<file path="src/rtl/mac_pkg.sv">
package mac_pkg;
  // Per-operation controls that travel with the operands.
  typedef struct packed {
    logic sgn;   // operands two's complement
    logic sub;   // subtract product
    logic load;  // replace accumulator with product
  } mac_ctl_t;

  localparam int unsigned CTLW = $bits(mac_ctl_t);
endpackage

</file>
<file path="src/rtl/mac_pipe_reg.sv">
// Optional pipeline register: a flop with clock enable, or a wire.
module mac_pipe_reg #(
  parameter int unsigned W  = 1,
  parameter bit          EN = 1'b1
) (
  input  logic         clk,
  input  logic         rst_n,
  input  logic         ce,
  input  logic [W-1:0] d,
  output logic [W-1:0] q
);
  generate
    if (EN) begin : g_reg
      logic [W-1:0] q_r, q_nxt;

      always_comb begin
        q_nxt = ce ? d : q_r;
      end

      always_ff @(posedge clk or negedge rst_n) begin
        if (!rst_n) q_r <= '0;
        else        q_r <= q_nxt;
      end

      assign q = q_r;
    end else begin : g_wire
      logic unused_bypass;
      assign unused_bypass = ^{clk, rst_n, ce};
      assign q = d;
    end
  endgenerate
endmodule

</file>
<file path="src/rtl/mac_opnd_in.sv">
// Operand input stage: parallel/shift source select, then optional register.
module mac_opnd_in #(
  parameter int unsigned OPW = 9,
  parameter bit          EN  = 1'b1
) (
  input  logic           clk,
  input  logic           rst_n,
  input  logic           ce,
  input  logic [OPW-1:0] par_d,
  input  logic [OPW-1:0] shift_d,
  input  logic           use_shift,
  output logic [OPW-1:0] q
);
  logic [OPW-1:0] src;

  always_comb begin
    src = use_shift ? shift_d : par_d;
  end

  mac_pipe_reg #(.W(OPW), .EN(EN)) u_reg (
    .clk(clk), .rst_n(rst_n), .ce(ce), .d(src), .q(q)
  );
endmodule

</file>
<file path="src/rtl/mac_mult.sv">
// Signed/unsigned multiplier: one extra bit per operand makes both modes signed.
module mac_mult #(
  parameter int unsigned OPW = 9,
  localparam int unsigned PW = 2 * OPW + 2
) (
  input  logic           [OPW-1:0] a,
  input  logic           [OPW-1:0] b,
  input  logic                     sgn,
  output logic signed    [PW-1:0]  prod
);
  logic signed [OPW:0]   a_x, b_x;
  logic signed [PW-1:0]  a_w, b_w;

  always_comb begin
    a_x  = {sgn & a[OPW-1], a};
    b_x  = {sgn & b[OPW-1], b};
    a_w  = PW'(a_x);
    b_w  = PW'(b_x);
    prod = a_w * b_w;
  end
endmodule

</file>
<file path="src/rtl/mac_accum.sv">
// Accumulator with mode-dependent overflow detection.
module mac_accum
  import mac_pkg::*;
#(
  parameter int unsigned ACCW = 34
) (
  input  logic            clk,
  input  logic            rst_n,
  input  logic            ce,
  input  logic [ACCW-1:0] p,
  input  mac_ctl_t        ctl,
  output logic [ACCW-1:0] acc_q,
  output logic            ovf_q
);
  localparam int unsigned MSB = ACCW - 1;

  logic [ACCW:0]   sum_u, dif_u;
  logic [ACCW-1:0] res, acc_nxt;
  logic            step_ovf, ovf_nxt;

  always_comb begin
    sum_u = {1'b0, acc_q} + {1'b0, p};
    dif_u = {1'b0, acc_q} - {1'b0, p};
    res   = ctl.sub ? dif_u[MSB:0] : sum_u[MSB:0];
    if (ctl.sgn) begin
      if (ctl.sub) step_ovf = (acc_q[MSB] != p[MSB]) && (res[MSB] != acc_q[MSB]);
      else         step_ovf = (acc_q[MSB] == p[MSB]) && (res[MSB] != acc_q[MSB]);
    end else begin
      step_ovf = ctl.sub ? dif_u[ACCW] : sum_u[ACCW];
    end

    acc_nxt = acc_q;
    ovf_nxt = ovf_q;
    if (ce) begin
      acc_nxt = ctl.load ? p : res;
      ovf_nxt = step_ovf & ~ctl.load;
    end
  end

  always_ff @(posedge clk or negedge rst_n) begin
    if (!rst_n) begin
      acc_q <= '0;
      ovf_q <= 1'b0;
    end else begin
      acc_q <= acc_nxt;
      ovf_q <= ovf_nxt;
    end
  end
endmodule

</file>
<file path="src/rtl/mac_element.sv">
module mac_element
  import mac_pkg::*;
#(
  parameter int unsigned OPW     = 9,
  parameter int unsigned GUARD   = 16,
  parameter bit          IN_EN   = 1'b1,
  parameter bit          PIPE_EN = 1'b1,
  parameter bit          OUT_EN  = 1'b1
) (
  input  logic                     clk,
  input  logic                     rst_n,
  input  logic                     ce,
  input  logic [OPW-1:0]           a_in,
  input  logic [OPW-1:0]           b_in,
  input  logic                     a_shift_sel,
  input  logic                     b_shift_sel,
  input  logic [OPW-1:0]           a_shin,
  input  logic [OPW-1:0]           b_shin,
  input  logic                     sgn_mode,
  input  logic                     sub_mode,
  input  logic                     acc_load,
  output logic [OPW-1:0]           a_shout,
  output logic [OPW-1:0]           b_shout,
  output logic [2*OPW+GUARD-1:0]   acc_out,
  output logic                     ovf
);
  localparam int unsigned PW   = 2 * OPW + 2;
  localparam int unsigned ACCW = 2 * OPW + GUARD;

  mac_ctl_t        ctl_in, ctl_s1, acc_ctl;
  logic [OPW-1:0]  a_s1, b_s1;
  logic signed [PW-1:0] prod_s1;
  logic [PW-1:0]   prod_s2;
  logic [PW+CTLW-1:0] pipe_d, pipe_q;
  logic [ACCW-1:0] acc_p, acc_q;
  logic            ovf_q;
  logic [ACCW:0]   out_q;

  always_comb begin
    ctl_in.sgn  = sgn_mode;
    ctl_in.sub  = sub_mode;
    ctl_in.load = acc_load;
  end

  // Input stage: operands and their controls
  mac_opnd_in #(.OPW(OPW), .EN(IN_EN)) u_a_in (
    .clk(clk), .rst_n(rst_n), .ce(ce), .par_d(a_in), .shift_d(a_shin),
    .use_shift(a_shift_sel), .q(a_s1)
  );

  mac_opnd_in #(.OPW(OPW), .EN(IN_EN)) u_b_in (
    .clk(clk), .rst_n(rst_n), .ce(ce), .par_d(b_in), .shift_d(b_shin),
    .use_shift(b_shift_sel), .q(b_s1)
  );

  mac_pipe_reg #(.W(CTLW), .EN(IN_EN)) u_ctl_in (
    .clk(clk), .rst_n(rst_n), .ce(ce), .d(ctl_in), .q(ctl_s1)
  );

  assign a_shout = a_s1;
  assign b_shout = b_s1;

  // Multiplier
  mac_mult #(.OPW(OPW)) u_mult (
    .a(a_s1), .b(b_s1), .sgn(ctl_s1.sgn), .prod(prod_s1)
  );

  // Pipeline stage: product with its controls
  assign pipe_d = {prod_s1, ctl_s1};

  mac_pipe_reg #(.W(PW + CTLW), .EN(PIPE_EN)) u_pipe (
    .clk(clk), .rst_n(rst_n), .ce(ce), .d(pipe_d), .q(pipe_q)
  );

  assign prod_s2 = pipe_q[PW+CTLW-1:CTLW];
  assign acc_ctl = mac_ctl_t'(pipe_q[CTLW-1:0]);
  assign acc_p   = {{(ACCW-PW){prod_s2[PW-1]}}, prod_s2};

  // Accumulator
  mac_accum #(.ACCW(ACCW)) u_acc (
    .clk(clk), .rst_n(rst_n), .ce(ce), .p(acc_p), .ctl(acc_ctl),
    .acc_q(acc_q), .ovf_q(ovf_q)
  );

  // Output stage
  mac_pipe_reg #(.W(ACCW + 1), .EN(OUT_EN)) u_out (
    .clk(clk), .rst_n(rst_n), .ce(ce), .d({ovf_q, acc_q}), .q(out_q)
  );

  assign ovf     = out_q[ACCW];
  assign acc_out = out_q[ACCW-1:0];
endmodule

</file>
<file path="config.mk">
export PLATFORM = sky130hd
export DESIGN_NAME = mac_element
export DESIGN_NICKNAME = d
export VERILOG_FILES = /design/src/rtl/mac_pkg.sv /design/src/rtl/mac_pipe_reg.sv /design/src/rtl/mac_opnd_in.sv /design/src/rtl/mac_mult.sv /design/src/rtl/mac_accum.sv /design/src/rtl/mac_element.sv
export SDC_FILE = /design/constraint.sdc
export NUM_CORES = 1
export LEC_CHECK = 0
export ABC_AREA = 1
export CAP_MARGIN = 20
export CORE_UTILIZATION = 60
export CTS_CLUSTER_DIAMETER = 200
export DETAILED_ROUTE_END_ITERATION = 10
export PLACE_DENSITY = 0.81
export SLEW_MARGIN = 20
export SYNTH_ARGS = -nofsm -noshare
export SYNTH_HDL_FRONTEND = slang
export SYNTH_SLANG_ARGS = --single-unit
</file>
<file path="constraint.sdc">
create_clock -name clk -period 5.6 [get_ports clk]
set_input_delay 0.84 -clock clk [delete_from_list [all_inputs] [get_ports clk]]
set_output_delay 0.84 -clock clk [all_outputs]
set_load 0.05 [all_outputs]
</file>
==> flow_summary.ini, run 1 <==
[clocking]
cts.sinks = 114
cts_made_buffers = 17
cts_setup_buffers = 0
path_clk_slew_ns = 0.06
cts_root_buffer = clkbuf_16
cts_tree = built
cts_max_level = 4
clock_latency_ns = 0.43
holdBufCountCts = 0
clock_path_buffers = 2

[synth]
synth-async-reset-ratio = 1.000
synth_edf_count = 0
synth_fa_ha_area_frac = 0.2564
ys_ff_latch = 114
synthFlopType = dfrtp_1
synth_top_family_by_area = adder cells
muxShareOfSynthArea = 0
synth_compound_area_frac = 0.1402
synth_area_um2 = 12970
synth_xor_xnor_area_share = 0.02026
yosys_warnings = 0
synthCells = 1865
syn_nets = 2119
ys_seq_area_frac = 0.2200
syn_avg_cell_area_um2 = 6.954
synthSimpleGateAreaFrac = 0.2481
synth_cell_type_count = 52

[die]
core_um2 = 21090
num_io_pins = 97
rows = 53
fp.dieArea_um2 = 22210
dieWidth_um = 149.0
die_y_um = 149.0
start_util = 0.6150

[finish]
layout_common_cells = nand2_1, inv_1, nor2_1
finalNonFillerCells = 2212
nets = 2177
drive_above_1_share = 0.04752
final_common_cell = nand2_1
area_delta_synth_final_pct = 13.29

[global_routing]
grt_overflow_total = 0
grt_pass1_wl_um = 62250
grt_util_all_layers = 0.3650
grt_max_degree = 70
grt_pass1_vias = 12082
antenna_found_initial = 1

[sta]
hold_violations = 0
worst_slew_pin_slew_ns = 0.7949
fin_skew_ns = 0.01574
tns_ns = 0
finalMaxSlewViolations = 0
fin_crit_ns = 5.324
fmax_ghz = 0.1878
grt_setup_unrepaired = false
maxSlewHeadroom = 0.4693
min_period_over_period = 0.9507
setup_viol = 0

[drt]
drtAntennaViolNets = 0
dr.pass1.iters = 6
post_drt_wl_per_cell_um = 17.62
wl_um = 38980
drt_iter0_drc = 987
vias = 12447
avgViaCountPerCell = 5.627
drc = 0

[worst_setup_path]
crit_slowest_cell = fa_1
cp_num_buf_inv = 5
cp_slowest_stage_delay_ns = 0.72
critical_path_arrival_ns = 5.61
critPathTopFamily = adder cells
path_class = reg -> reg
cp-start-kind = flop
critPathRequiredTime_ns = 5.88
path_max_fanout = 11
crit_path_end_kind = flop
path_cells = inv_1 > nor2_1 > inv_1 > fa_1 > fa_1 > fa_1 > inv_1 > fa_1 > inv_1 > fa_1 > inv_1 > ha_1 > nand2_1 > nor2_1 > a211oi_1 > o21ai_0 > or2_2 > nand3_1 > o21ai_0

[placed_design]
routabilityCongestion = 0.9481
place_hpwl_um = 30490
dp.cells = 2179
io_buffers = 96

[flow_run]
drv_cap = 0

[run_status]
status = finished clean

[worst_hold_path]
hp-class = in -> async
[cells in the mapped netlist (2+ instances only)]
cell type,n,area [um2]
o21ai_0,131,655.6
o21bai_1,6,45.04
a31oi_1,9,56.30
clkbuf_1,51,191.4
fa_1,93,1862
nor2_1,148,555.5
o211ai_1,7,52.55
ha_1,117,1464
a21oi_1,109,545.5
dfrtp_1,114,2853
o22ai_1,11,68.82
inv_1,306,1149
nand2_1,519,1948
buf_2,13,65.06
nor4_1,8,50.05
inv_2,9,33.78
xor2_1,21,183.9
nand3_1,70,350.3
clkbuf_2,3,15.01
nand4_1,5,31.28
a21boi_0,3,22.52
buf_1,3,11.26
clkinv_1,3,11.26
or2_2,6,37.54
xnor2_1,9,78.83
a21oi_2,2,17.52
a22o_1,2,17.52
o21ai_1,22,110.1
a21o_1,9,67.56
nand2_2,4,25.02
o21a_1,4,30.03
nor3_1,15,75.07
a211oi_1,3,22.52
o221ai_1,2,17.52
nor2_2,7,43.79
or2_1,2,12.51
nand3_2,3,30.03
buf_4,2,15.01
[final timing paths]
kind / from / endpoint / slack, ns / cells past startpoint
setup / recovery: u_b_in.u_reg.q[4] / u_pipe.q[20] / 0.28 / 19
hold / removal: rst_n / u_acc.acc_q[9] / 0.41 / 1
setup reg to reg: u_b_in.u_reg.q[4] / u_pipe.q[20] / 0.28 / 19
hold reg to reg: u_out.q[16] / u_out.q[16] / 0.47 / 2
max in group asynchronous: rst_n / u_b_in.u_reg.q[7] / 4.17 / 2
min in group clk: u_out.q[16] / u_out.q[16] / 0.47 / 2
[what timing repair did]
action,CTS,global route
endpoints found under the setup margin,0,1
hold endpoints to repair,0,0
resized for setup,0,1
[registers in the layout (all words and copies together), names as in the netlist]
name	cells
u_b_in.u_reg.q	9
u_acc.acc_q	34
u_out.q	35
u_ctl_in.q	3
u_a_in.u_reg.q	9
u_acc.ovf_q	1
u_pipe.q	23
[kinds of logic (layout without fill, tap and decap cells)]
kind of cell    after synthesis  count (layout)
other cells                   0               1
compound gates              329             329
xor+xnor                     30              30
buf+inv                     390             461
simple gates                792             792
fa+ha+maj                   210             210
flops                       114             114
[routing by layer]
layer	track usage	up-vias	wire [um]
met3	0.04954	93	2646
met1	0.4770	5874	16410
met4	0.1515	0	1464
met5	0	-	0
li1	-	5953	-
met2	0.6084	527	18460
[area by class of cell]
type	instances	area, um2
antenna	1	2.502
clock buffer	17	425.4
clock inverter	15	180.2
fill	1805	6395
inverter	318	1194
multi-input combinational	1361	8625
sequential	114	2854
tap	275	344.1
timing repair buffer	111	1069
[per-stage QoR]
step / hold WS, ns / setup slack [ns] / utilization / cell area, um2
after global placement: 0.4523 / 0.5038 / 0.6679 / 14080
final: 0.4126 / 0.2761 / 0.6967 / 14690
after global routing: 0.4587 / 0.007604 / 0.6967 / 14690
after CTS: 0.4414 / 0.2993 / 0.6966 / 14690
after floorplan: 0.4422 / 0.3208 / - / 12970
after detailed placement: 0.4580 / 0.3729 / 0.6679 / 14080
Power of run 1 is not shown: default switching activity piles up to over one toggle a cycle in this logic, so the estimate is an artifact.
==> inputs of run 2 (changes only) <==
--- a/config.mk
+++ b/config.mk
@@ -11,6 +11,8 @@
 export CTS_CLUSTER_DIAMETER = 200
 export DETAILED_ROUTE_END_ITERATION = 10
 export PLACE_DENSITY = 0.81
+export RECOVER_POWER = 100
+export SKIP_CTS_REPAIR_TIMING = 1
 export SLEW_MARGIN = 20
 export SYNTH_ARGS = -nofsm -noshare
 export SYNTH_HDL_FRONTEND = slang
==> run 2 against run 1 <==
Effect of this change:
- the run now ends with capacitance limit, slew limit left
- register-to-register slack worse by 0.03 ns
- wire length about the same
- clock skew about the same
- setup slack worse by 0.031 ns
- global-route usage unchanged
- largest cell class unchanged
- via count down 0.22%
==> flow_summary.ini, run 2 (synthesis gave the netlist of run 1 again) <==
[run_status]
status = finished with violations
violations = capacitance limit, slew limit

[worst_setup_path]
critical_path_arrival_ns = 5.56
path_max_fanout = 7
critPathRequiredTime_ns = 5.80
cp-start-kind = flop
crit_path_end_kind = flop
path_class = reg -> reg

[finish]
final_common_cell = nand2_1
fillCellCount = 1816
area_delta_synth_final_pct = 13.05
drive_above_1_share = 0.04236
multiInputGateArea_um2 = 8616
layout_common_cells = nand2_1, inv_1, nor2_1
largest_reg_flops = 35
design_area_um2 = 14660
nets = 2177
seq_area_um2 = 2854

[placed_design]
io_buffers = 96
postPlaceCellArea_um2 = 14080
place_hpwl_um = 30490
pre_cts_ws_ns = 0.3729
routabilityCongestion = 0.9481

[global_routing]
antenna_found_initial = 1
grt_util_all_layers = 0.3650
grt_pass1_vias = 12082
grt_max_degree = 70
grt_pass1_wl_um = 62250
grt_overflow_total = 0

[drt]
post_drt_wl_per_cell_um = 17.62
drtAntennaViolNets = 0
wl_um = 38980
dr.pass1.iters = 8
avgViaCountPerCell = 5.615
drt_iter0_drc = 981
drc = 0
vias = 12420

[worst_hold_path]
hp-class = reg -> reg

[flow_run]
drv_cap = 6

[sta]
min_period_over_period = 0.9562
worst_slew_pin_slew_ns = 2.647
fin_skew_ns = 0.01612
hold_violations = 0
hold_ws_ns = 0.4627
finalMaxSlewViolations = 202
fin_crit_ns = 5.354
grt_setup_unrepaired = false
fin_ws_ns = 0.2455
setup_viol = 0
tns_ns = 0
maxSlewHeadroom = -0.7644
fmax_ghz = 0.1868

[die]
dieWidth_um = 149.0
fp.dieArea_um2 = 22210
start_util = 0.6150
rows = 53
num_io_pins = 97
core_um2 = 21090
die_y_um = 149.0

[clocking]
cts_root_buffer = clkbuf_16
cts_made_buffers = 17
cts_max_level = 4
cts_tree = built
path_clk_slew_ns = 0.06
clock_path_buffers = 2
clock_latency_ns = 0.44
cts.sinks = 114
==> run 2: changes by cell type in the layout (fill, tap and decap cells not counted), sizes merged <==
cell	change
clkdlybuf4s50	-53
clkbuf	+6
buf	-6
dlygate4sd3	+53
==> run 2: per-stage QoR <==
| step | util | std cells |
|---|---|---|
| after global routing | 0.6953 | 2212 |
| after detailed placement | 0.6679 | 2179 |
| final | 0.6953 | 2212 |
| after floorplan | - | 1865 |
| after CTS | 0.6966 | 2211 |
| after global placement | 0.6679 | 2179 |
==> run 2: path summary, 6_finish.rpt <==
kind,from,end,slack (ns),cells past startpoint
min in group asynchronous,rst_n,u_acc.acc_q[9],1.23,1
hold reg to reg,u_out.q[14],u_out.q[14],0.46,2
setup / recovery,u_ctl_in.q[2],u_pipe.q[22],0.25,17
setup reg to reg,u_ctl_in.q[2],u_pipe.q[22],0.25,17
hold / removal,u_out.q[14],u_out.q[14],0.46,2
max in group asynchronous,rst_n,u_ctl_in.q[2],1.24,2
==> run 2: area by class of cell <==
class / count / area share
Timing Repair Buffer: 111 / 0.07134
Inverter: 318 / 0.08141
Sequential cell: 114 / 0.1947
Multi-Input combinational cell: 1361 / 0.5876
Tap cell: 275 / 0.02347
Antenna cell: 1 / 0.0001707
Clock buffer: 17 / 0.02902
Clock inverter: 15 / 0.01229
==> run 2: routing by layer <==
layer  part of all wire  global-route usage  up-vias
li1                   -                   -     5959
met1               0.42              0.4770     5833
met2               0.47              0.6084      538
met3              0.069             0.04954       90
met4              0.037              0.1515        0
met5                  0                   0        -
==> run 2: critical path, cell delays in order, from the launching register on <==
cell and delay, ns:
dfrtp_1 0.40, nand2_1 0.21, nor2_1 0.11, fa_1 0.72
inv_1 0.13, fa_1 0.63, inv_1 0.08, fa_1 0.48
inv_1 0.05, fa_1 0.47, fa_1 0.52, inv_1 0.05
ha_1 0.34, a21oi_1 0.22, nand3_1 0.10, a31oi_1 0.32
xnor2_1 0.17, o21ai_0 0.10
Power of run 2 is left out for the same reason.
==> inputs of run 3 (changes only) <==
--- a/config.mk
+++ b/config.mk
@@ -8,6 +8,7 @@
 export ABC_AREA = 1
 export CAP_MARGIN = 20
 export CORE_UTILIZATION = 60
+export CTS_BUF_LIST = sky130_fd_sc_hd__clkbuf_16
 export CTS_CLUSTER_DIAMETER = 200
 export DETAILED_ROUTE_END_ITERATION = 10
 export PLACE_DENSITY = 0.81
==> results of run 3 <==
Final layout, timing and power as in run 2 (identical DEF).
Power of run 3 is left out for the same reason.
